==> config.mk <==
export PLATFORM = sky130hd
export DESIGN_NAME = dac_regbank
export DESIGN_NICKNAME = d
export VERILOG_FILES = /design/src/rtl/dac_regbank_pkg.sv /design/src/rtl/dac_ctrl_regs.sv /design/src/rtl/dac_code_regs.sv /design/src/rtl/dac_read_mux.sv /design/src/rtl/dac_regbank.sv
export SDC_FILE = /design/constraint.sdc
export NUM_CORES = 1
export LEC_CHECK = 0
export CORE_ASPECT_RATIO = 1.1
export CORE_UTILIZATION = 51
export CTS_BUF_LIST = sky130_fd_sc_hd__clkbuf_8
export CTS_CLUSTER_SIZE = 25
export DETAILED_ROUTE_END_ITERATION = 7
export PLACE_DENSITY = 0.86
export SLEW_MARGIN = 20
export SYNTH_ARGS = -nofsm -noshare
export SYNTH_HDL_FRONTEND = slang
export SYNTH_SLANG_ARGS = --single-unit
==> constraint.sdc <==
create_clock -name clk -period 2.2 [get_ports clk]
set_clock_uncertainty 0.05 [all_clocks]
set_input_delay 0.22 -clock clk [delete_from_list [all_inputs] [get_ports clk]]
set_output_delay 0.22 -clock clk [all_outputs]
set_load 0.1 [all_outputs]
==> src/rtl/dac_regbank_pkg.sv <==
package dac_regbank_pkg;
  localparam logic [3:0] A_NOP  = 4'h0;
  localparam logic [3:0] A_ID   = 4'h1;
  localparam logic [3:0] A_MODE = 4'h2;
  localparam logic [3:0] A_CFG  = 4'h3;
  localparam logic [3:0] A_GAIN = 4'h4;
  localparam logic [3:0] A_TRIG = 4'h5;
  localparam logic [3:0] A_STAT = 4'h7;
  localparam logic [3:0] A_DATA = 4'h8;
  localparam logic [3:0] RST_KEY = 4'b1010;
  localparam int TRIG_LOAD_BIT = 4;

  function automatic logic [15:0] id_word(input int res_bits, input bit mid);
    logic [2:0] rc;
    rc = 3'((16 - res_bits) / 2);
    return {1'b0, rc, 4'h1, mid, 7'h15};
  endfunction
endpackage

==> src/rtl/dac_ctrl_regs.sv <==
module dac_ctrl_regs (
  input  logic        clk,
  input  logic        rst_n,
  input  logic        soft_rst,
  input  logic        wr_mode,
  input  logic        wr_cfg,
  input  logic        wr_gain,
  input  logic [15:0] wr_data,
  output logic        sync_en,
  output logic        dac_pd,
  output logic        ref_pd,
  output logic        ref_div2,
  output logic        gain_x2
);
  logic sync_d, pd_d, rpd_d, div_d, gx2_d;

  always_comb begin
    sync_d = sync_en;
    pd_d   = dac_pd;
    rpd_d  = ref_pd;
    div_d  = ref_div2;
    gx2_d  = gain_x2;
    if (soft_rst) begin
      sync_d = 1'b0;
      pd_d   = 1'b0;
      rpd_d  = 1'b0;
      div_d  = 1'b0;
      gx2_d  = 1'b1;
    end else begin
      if (wr_mode) sync_d = wr_data[0];
      if (wr_cfg) begin
        pd_d  = wr_data[0];
        rpd_d = wr_data[8];
      end
      if (wr_gain) begin
        gx2_d = wr_data[0];
        div_d = wr_data[8];
      end
    end
  end

  always_ff @(posedge clk or negedge rst_n) begin
    if (!rst_n) begin
      sync_en  <= 1'b0;
      dac_pd   <= 1'b0;
      ref_pd   <= 1'b0;
      ref_div2 <= 1'b0;
      gain_x2  <= 1'b1;
    end else begin
      sync_en  <= sync_d;
      dac_pd   <= pd_d;
      ref_pd   <= rpd_d;
      ref_div2 <= div_d;
      gain_x2  <= gx2_d;
    end
  end
endmodule

==> src/rtl/dac_code_regs.sv <==
module dac_code_regs #(
  parameter int RES_BITS  = 16,
  parameter bit MID_RESET = 1'b0
) (
  input  logic        clk,
  input  logic        rst_n,
  input  logic        soft_rst,
  input  logic        wr_code,
  input  logic        load,
  input  logic        sync_en,
  input  logic [15:0] wr_data,
  output logic [15:0] buf_code,
  output logic [15:0] act_code
);
  localparam int PAD = 16 - RES_BITS;
  localparam logic [15:0] POR_CODE = MID_RESET ? 16'h8000 : 16'h0000;

  logic [15:0] trimmed;
  logic [15:0] buf_d, act_d;
  logic        buf_ce, act_ce;

  generate
    if (PAD == 0) begin : g_full
      assign trimmed = wr_data;
    end else begin : g_trim
      assign trimmed = {wr_data[15:PAD], {PAD{1'b0}}};
    end
  endgenerate

  always_comb begin
    buf_ce = soft_rst | wr_code;
    act_ce = soft_rst | (wr_code & ~sync_en) | (load & sync_en);
    buf_d  = soft_rst ? POR_CODE : trimmed;
    if (soft_rst)       act_d = POR_CODE;
    else if (wr_code)   act_d = trimmed;
    else                act_d = buf_code;
  end

  always_ff @(posedge clk or negedge rst_n) begin
    if (!rst_n) begin
      buf_code <= POR_CODE;
      act_code <= POR_CODE;
    end else begin
      if (buf_ce) buf_code <= buf_d;
      if (act_ce) act_code <= act_d;
    end
  end
endmodule

==> src/rtl/dac_read_mux.sv <==
module dac_read_mux
  import dac_regbank_pkg::*;
#(
  parameter int RES_BITS  = 16,
  parameter bit MID_RESET = 1'b0
) (
  input  logic        clk,
  input  logic        rst_n,
  input  logic        rd_en,
  input  logic [3:0]  addr,
  input  logic        sync_en,
  input  logic        dac_pd,
  input  logic        ref_pd,
  input  logic        ref_div2,
  input  logic        gain_x2,
  input  logic        alarm,
  input  logic [15:0] buf_code,
  output logic [15:0] rd_data
);
  localparam logic [15:0] ID_WORD = id_word(RES_BITS, MID_RESET);
  logic [15:0] sel;

  always_comb begin
    case (addr)
      A_ID:    sel = ID_WORD;
      A_MODE:  sel = {15'd0, sync_en};
      A_CFG:   sel = {7'd0, ref_pd, 7'd0, dac_pd};
      A_GAIN:  sel = {7'd0, ref_div2, 7'd0, gain_x2};
      A_STAT:  sel = {15'd0, alarm};
      A_DATA:  sel = buf_code;
      default: sel = 16'h0000;
    endcase
  end

  always_ff @(posedge clk or negedge rst_n) begin
    if (!rst_n)     rd_data <= 16'h0000;
    else if (rd_en) rd_data <= sel;
  end
endmodule

==> src/rtl/dac_regbank.sv <==
module dac_regbank
  import dac_regbank_pkg::*;
#(
  parameter int RES_BITS  = 16,
  parameter bit MID_RESET = 1'b0
) (
  input  logic        clk,
  input  logic        rst_n,
  input  logic [3:0]  addr,
  input  logic        wr_en,
  input  logic [15:0] wr_data,
  input  logic        rd_en,
  output logic [15:0] rd_data,
  input  logic        ref_alarm,
  output logic [15:0] dac_code,
  output logic        out_zero,
  output logic        dac_pd,
  output logic        ref_pd,
  output logic        ref_div2,
  output logic        gain_x2
);
  logic [1:0]  rst_pipe;
  logic        rst_sync_n;
  logic        sync_en, soft_rst, load;
  logic        wr_trig;
  logic [15:0] buf_code, act_code;

  always_ff @(posedge clk or negedge rst_n) begin
    if (!rst_n) rst_pipe <= 2'b00;
    else        rst_pipe <= {rst_pipe[0], 1'b1};
  end
  assign rst_sync_n = rst_pipe[1];

  assign wr_trig  = wr_en && (addr == A_TRIG);
  assign soft_rst = wr_trig && (wr_data[3:0] == RST_KEY);
  assign load     = wr_trig && wr_data[TRIG_LOAD_BIT] && !soft_rst;

  dac_ctrl_regs u_ctrl (
    .clk(clk), .rst_n(rst_sync_n), .soft_rst(soft_rst),
    .wr_mode(wr_en && (addr == A_MODE)),
    .wr_cfg(wr_en && (addr == A_CFG)),
    .wr_gain(wr_en && (addr == A_GAIN)),
    .wr_data(wr_data), .sync_en(sync_en), .dac_pd(dac_pd),
    .ref_pd(ref_pd), .ref_div2(ref_div2), .gain_x2(gain_x2)
  );

  dac_code_regs #(.RES_BITS(RES_BITS), .MID_RESET(MID_RESET)) u_code (
    .clk(clk), .rst_n(rst_sync_n), .soft_rst(soft_rst),
    .wr_code(wr_en && (addr == A_DATA)), .load(load), .sync_en(sync_en),
    .wr_data(wr_data), .buf_code(buf_code), .act_code(act_code)
  );

  dac_read_mux #(.RES_BITS(RES_BITS), .MID_RESET(MID_RESET)) u_rd (
    .clk(clk), .rst_n(rst_sync_n), .rd_en(rd_en), .addr(addr),
    .sync_en(sync_en), .dac_pd(dac_pd), .ref_pd(ref_pd),
    .ref_div2(ref_div2), .gain_x2(gain_x2), .alarm(ref_alarm),
    .buf_code(buf_code), .rd_data(rd_data)
  );

  assign out_zero = ref_alarm;
  assign dac_code = ref_alarm ? 16'h0000 : act_code;
endmodule

==> results.toml, run 1 <==
[grt]
track_usage_pct = 24.60
antenna_found_initial = 0
grt_max_degree = 43
overflow = 0
grt_pass1_vias = 2035
grt_pass1_wl_microns = 10290

[sta]
slew_headroom_pct = 41.49
hold_slack_ns = 0.3077
slew_viol_final = 0
post-route-period-util_pct = 90.57
finalCriticalPeriod_ns = 1.993
rsz0062_at_grt = "false"
tightest_slew_ns = 0.8776
final_hold_viol_count = 0
clock.fmax_ghz = 0.5019
fin_ws_ns = 0.2075
setup_violations = 0

[cells_and_area]
fin_util_pct = 75.34
seq_area_sq_um = 1379
num-nets-final = 340
area_growth_syn_to_layout_pct = 39.44
fin_area_sq_um = 3578
fill_cells = 311
final_common_cell = "dfrtp_1"
multiInputGateArea_sq_um = 1020
final_cell_mix = "dfrtp_1 (53), buf_4 (40), o21ai_0 (33)"
drive_gt1_share_pct = 26.58
antenna_cells = 0

[die]
fp-row-count = 26
die_area_sq_um = 5320
core-area_sq_um = 4750
start_util_pct = 54.03
die_h_microns = 76.40
pin_count = 62
die_w_microns = 69.64

[clock_network]
root_buffer = "clkbuf_8"
cts-resized-gates = 0
cts.sinks = 55
cts_buffers = 5
clk_latency_ns = 0.32
clk_pin_slew_ns = 0.10
clk_path_buf_depth = 2
hold_buffers = 0
cts_tree = "built"
htree_num_levels = 2
cts_setup_buffers = 0

[route]
dr.pass1.iters = 4
route.detailed.drc = 0
drt_iter0_drc = 183
wirelength_microns = 6288
final_antenna_net_count = 0
num_vias = 2070
routed_via_density = 5.565
wl_per_cell_microns = 16.90

[placement]
postPlaceCellArea_sq_um = 3453
dp_slack_ns = -0.09898
io_buffers = 61
hpwl_microns = 4465
gp_congestion = 0.8886

[status]
status = "finished clean"

[job]
maxCapViolCount = 0

[min_path]
hold_path.class = "flip-flop to flip-flop"
hp-start = "rst_pipe[0]"

[synth]
postSynthCellCount = 241
yosysSeqAreaShare_pct = 53.68
synth_cell_types = 42
synth_area_per_cell_sq_um = 10.65
syn_area_sq_um = 2566
synth_nets = 266
synth.yosys.warnings = 0
ys_seq_elements = 55

[setup_path]
path_buf_inv = 2
crit_start = "addr[0]"
crit_chain = "clkdlybuf4s50_1 > buf_4 > or4b_4 > o21ai_0 > o21ai_0 > mux2_1"
path_class = "input pin to flip-flop"
crit_slowest_cell = "or4b_4"
critPathArrivalTime_ns = 2.15
startpoint_type = "input pin"
path_delay_family = "simple AND/OR/NAND/NOR gates"
cp.required_ns = 2.36
max_stage_delay_ns = 0.66
worstPathMaxFanout = 16
worstReg2RegStart = "u_ctrl.sync_en"
reg2reg_slack_ns = 0.70
crit_top_cell = "o21ai_0"
worst_setup_path_end_kind = "flip-flop"

[pwr]
powerDensity_nw_per_um2 = 905.3
vdd.ir_drop.worst_v = 0.0006103
finalPower_w = 0.003240
leakage_nw = 1.603
==> synth_stat cells, drive strengths merged <==
master   n  area share (%)
o21a     1            0.29
mux2    16             8.5
o21ai   44             8.6
or4b     2            0.93
a21boi   1            0.29
nor2     5            0.73
o32ai    2            0.68
nand2b   2            0.49
conb     1            0.15
inv     17             2.5
mux2i    3             1.2
and4bb   1            0.49
nor2b   18             4.4
dfrtp   54              53
o22ai    1            0.24
a21oi    5            0.97
a41oi    1            0.34
o22a     1            0.34
a32oi    1            0.34
nor4     1            0.24
a31oi    2            0.49
or2b     1            0.29
clkbuf   9             1.4
and2     1            0.24
nand4    1            0.24
o211ai   1            0.29
nand3b   2            0.58
buf      8             2.7
dfstp    1             1.0
nand4b   2            0.68
nand2   16             2.3
or3      1            0.24
nor4b    2             1.9
nand3   17             3.3
==> final timing paths <==
kind / end / depth (start not counted)
max in group asynchronous: u_code.buf_code[13] / 1
hold / removal: rst_pipe[1] / 0
hold reg to reg: rst_pipe[1] / 0
setup / recovery: u_code.act_code[13] / 6
min in group asynchronous: u_code.buf_code[6] / 0
setup reg to reg: u_code.act_code[15] / 4
==> state kept, by name (all words and copies together) (netlist names) <==
name,cells
rst_pipe,2
u_code.act_code,16
u_code.buf_code,16
u_ctrl.dac_pd,1
u_ctrl.gain_x2,1
u_ctrl.ref_div2,1
u_ctrl.ref_pd,1
u_ctrl.sync_en,1
u_rd.rd_data,16
==> per-layer routing <==
layer  track usage (%)  wire length, microns  share of wire (%)  vias up
met5                 0                     0                  0        -
met4             9.400                   131                2.1        0
met3             5.556                   372                5.9       14
met2             37.67                  3065                 49       75
met1             34.34                  2718                 43     1010
li1                  -                     -                  -      971
==> per-stage QoR <==
stage / TNS (ns) / std cells
after global placement: -0.4862 / 363
final: 0 / 372
after detailed placement: -0.6437 / 363
after global routing: 0 / 372
after CTS: 0 / 371
after floorplan: 0 / 241
==> cell families after synthesis <==
group	share of synthesized area, %
other cells	0.1461
buf+inv	6.582
flops	53.68
simple gates	17.07
mux	9.654
compound gates	12.87
==> power by group <==
group          total, W  leakage (nW)  internal, W  switching [W]
Combinational   0.00124         0.831     0.000447       0.000789
Clock          0.000691        0.0548     0.000343       0.000347
Sequential      0.00131         0.717      0.00119       0.000123
==> layout make-up <==
class                      instances  area share (%)
timing repair buffer              84           26.01
inverter                          17           1.783
multi-input combinational        152           28.50
tap                               56           1.958
clock buffer                       5           1.923
clock inverter                     3           1.294
sequential                        55           38.53
Power figures use the tool's default switching activity.
==> run 2: changes to the inputs <==
Settings changed: CELL_PAD_IN_SITES_DETAIL_PLACEMENT set to 1, CELL_PAD_IN_SITES_GLOBAL_PLACEMENT set to 1, CORE_ASPECT_RATIO 1.1 to 0.9, CORE_UTILIZATION 51 to 39, PLACE_DENSITY 0.86 to 0.85.
==> run 2 against run 1 <==
Against the previous run: cell area up 0.35%; clock power up 3.3%; core utilization down 18 points; sequential share of layout area down 0.13 points; highest routed layer unchanged; largest cell class unchanged; first-iteration DRC count down 41%; count of clock-buffer cells in the layout up 1; combinational power about the same.
==> results.toml, run 2 (same netlist as run 1, synthesis figures left out) <==
[status]
status = "finished clean"

[sta]
post-route-period-util_pct = 91.92
rsz0062_at_grt = "false"
clock.fmax_ghz = 0.4945
final_hold_viol_count = 0
setup_violations = 0
slew_viol_final = 0
finalCriticalPeriod_ns = 2.022

[setup_path]
worst_setup_path_end_kind = "flip-flop"
r2r_end = "u_code.act_code[12]"
cp.required_ns = 2.33
path_class = "input pin to flip-flop"
worstPathMaxFanout = 16
startpoint_type = "input pin"
worstReg2RegStart = "u_ctrl.sync_en"
critPathArrivalTime_ns = 2.16
reg2reg_slack_ns = 0.71
r2r_cells = 4

[pwr]
powerDensity_nw_per_um2 = 908.8
vdd.ir_drop.worst_v = 0.0003884
leakage_nw = 1.593

[grt]
grt_pass1_vias = 2206
overflow = 0
grt_pass1_wl_microns = 11590
grt_max_degree = 54
track_usage_pct = 22.17
antenna_found_initial = 0

[die]
fp-row-count = 27
pin_count = 62
die_w_microns = 87.51
start_util_pct = 41.06
die_h_microns = 78.96
die_area_sq_um = 6909
core-area_sq_um = 6250

[clock_network]
cts-resized-gates = 0
clk_pin_slew_ns = 0.09
htree_num_levels = 2
cts_setup_buffers = 0
cts.sinks = 55
cts_buffers = 5
hold_buffers = 0
cts_tree = "built"
root_buffer = "clkbuf_8"
clk_latency_ns = 0.30
clk_path_buf_depth = 2

[cells_and_area]
final_common_cell = "dfrtp_1"
drive_gt1_share_pct = 25.96
final_cell_mix = "dfrtp_1 (53), buf_4 (37), o21ai_0 (33)"
fill_cells = 669
area_growth_syn_to_layout_pct = 39.93
antenna_cells = 0
seq_area_sq_um = 1379
fin_util_pct = 57.46
num-nets-final = 336
top_regs = "u_code.act_code x16, u_code.buf_code x16, u_rd.rd_data x16"
multiInputGateArea_sq_um = 1020
fin_area_sq_um = 3591

[placement]
io_buffers = 61
hpwl_microns = 5084
gp_congestion = 0.7759
postPlaceCellArea_sq_um = 3470

[job]
maxCapViolCount = 0

[route]
route.detailed.drc = 0
wl_per_cell_microns = 17.89
dr.pass1.iters = 4
routed_via_density = 5.243
num_vias = 2092
wirelength_microns = 7140
drt_iter0_drc = 108
final_antenna_net_count = 0

[min_path]
hold_path.class = "input pin to async pin"
-- run 2: area by class of cell --
type	count	share of cell area, %
flip-flops and latches	55	38.40
multi-input cells	152	28.40
repair buffers	80	25.02
well taps	87	3.031
clock buffers	6	2.300
inverters	17	1.777
clock inverters	2	1.080
-- run 2: worst max-delay path: stages --
cell	delay, ns
clkdlybuf4s50_1	0.44
buf_4	0.18
or4b_4	0.66
o21ai_0	0.22
o21ai_0	0.14
mux2_1	0.30
-- run 2: how the worst max path moves through the flow --
stage	startpoint	endpoint	slack [ns]	depth (start not counted)
floorplan	ref_alarm	dac_code[10]	0.18	2
global placement	addr[0]	u_code.act_code[1]	-0.03	6
detailed placement	addr[0]	u_code.act_code[12]	-0.09	6
CTS	addr[0]	u_code.act_code[1]	0.18	6
global route	addr[0]	u_code.act_code[12]	0.10	6
finish	addr[0]	u_code.act_code[12]	0.18	6
-- run 2: stage by stage --
stage | TNS [ns] | setup WS (ns) | total power, W | instances | hold WS [ns]
global route | 0 | 0.1035 | 0.003391 | 399 | 0.02376
finish | 0 | 0.1777 | 0.003263 | 399 | 0.02920
floorplan | 0 | 0.1766 | 0.002130 | 241 | -0.1256
CTS | 0 | 0.1835 | 0.003279 | 399 | 0.02542
detailed placement | -0.7255 | -0.09234 | 0.002569 | 391 | 0.2179
global placement | -0.02926 | -0.02510 | 0.002530 | 391 | 0.2128
-- run 2: power breakdown --
group / switching, W / internal [W]
clock: 0.000338 / 0.000375
combinational: 0.000804 / 0.000445
sequential: 0.000111 / 0.00119
total: 0.00125 / 0.00201
-- run 2: routing by layer --
layer,share of wire [%],vias to the layer above,global-route usage [%]
met2,49,57,37.27
met1,46,1056,30.07
met4,1.1,0,4.262
met3,3.4,11,4.054
li1,-,968,-
met5,0,-,0
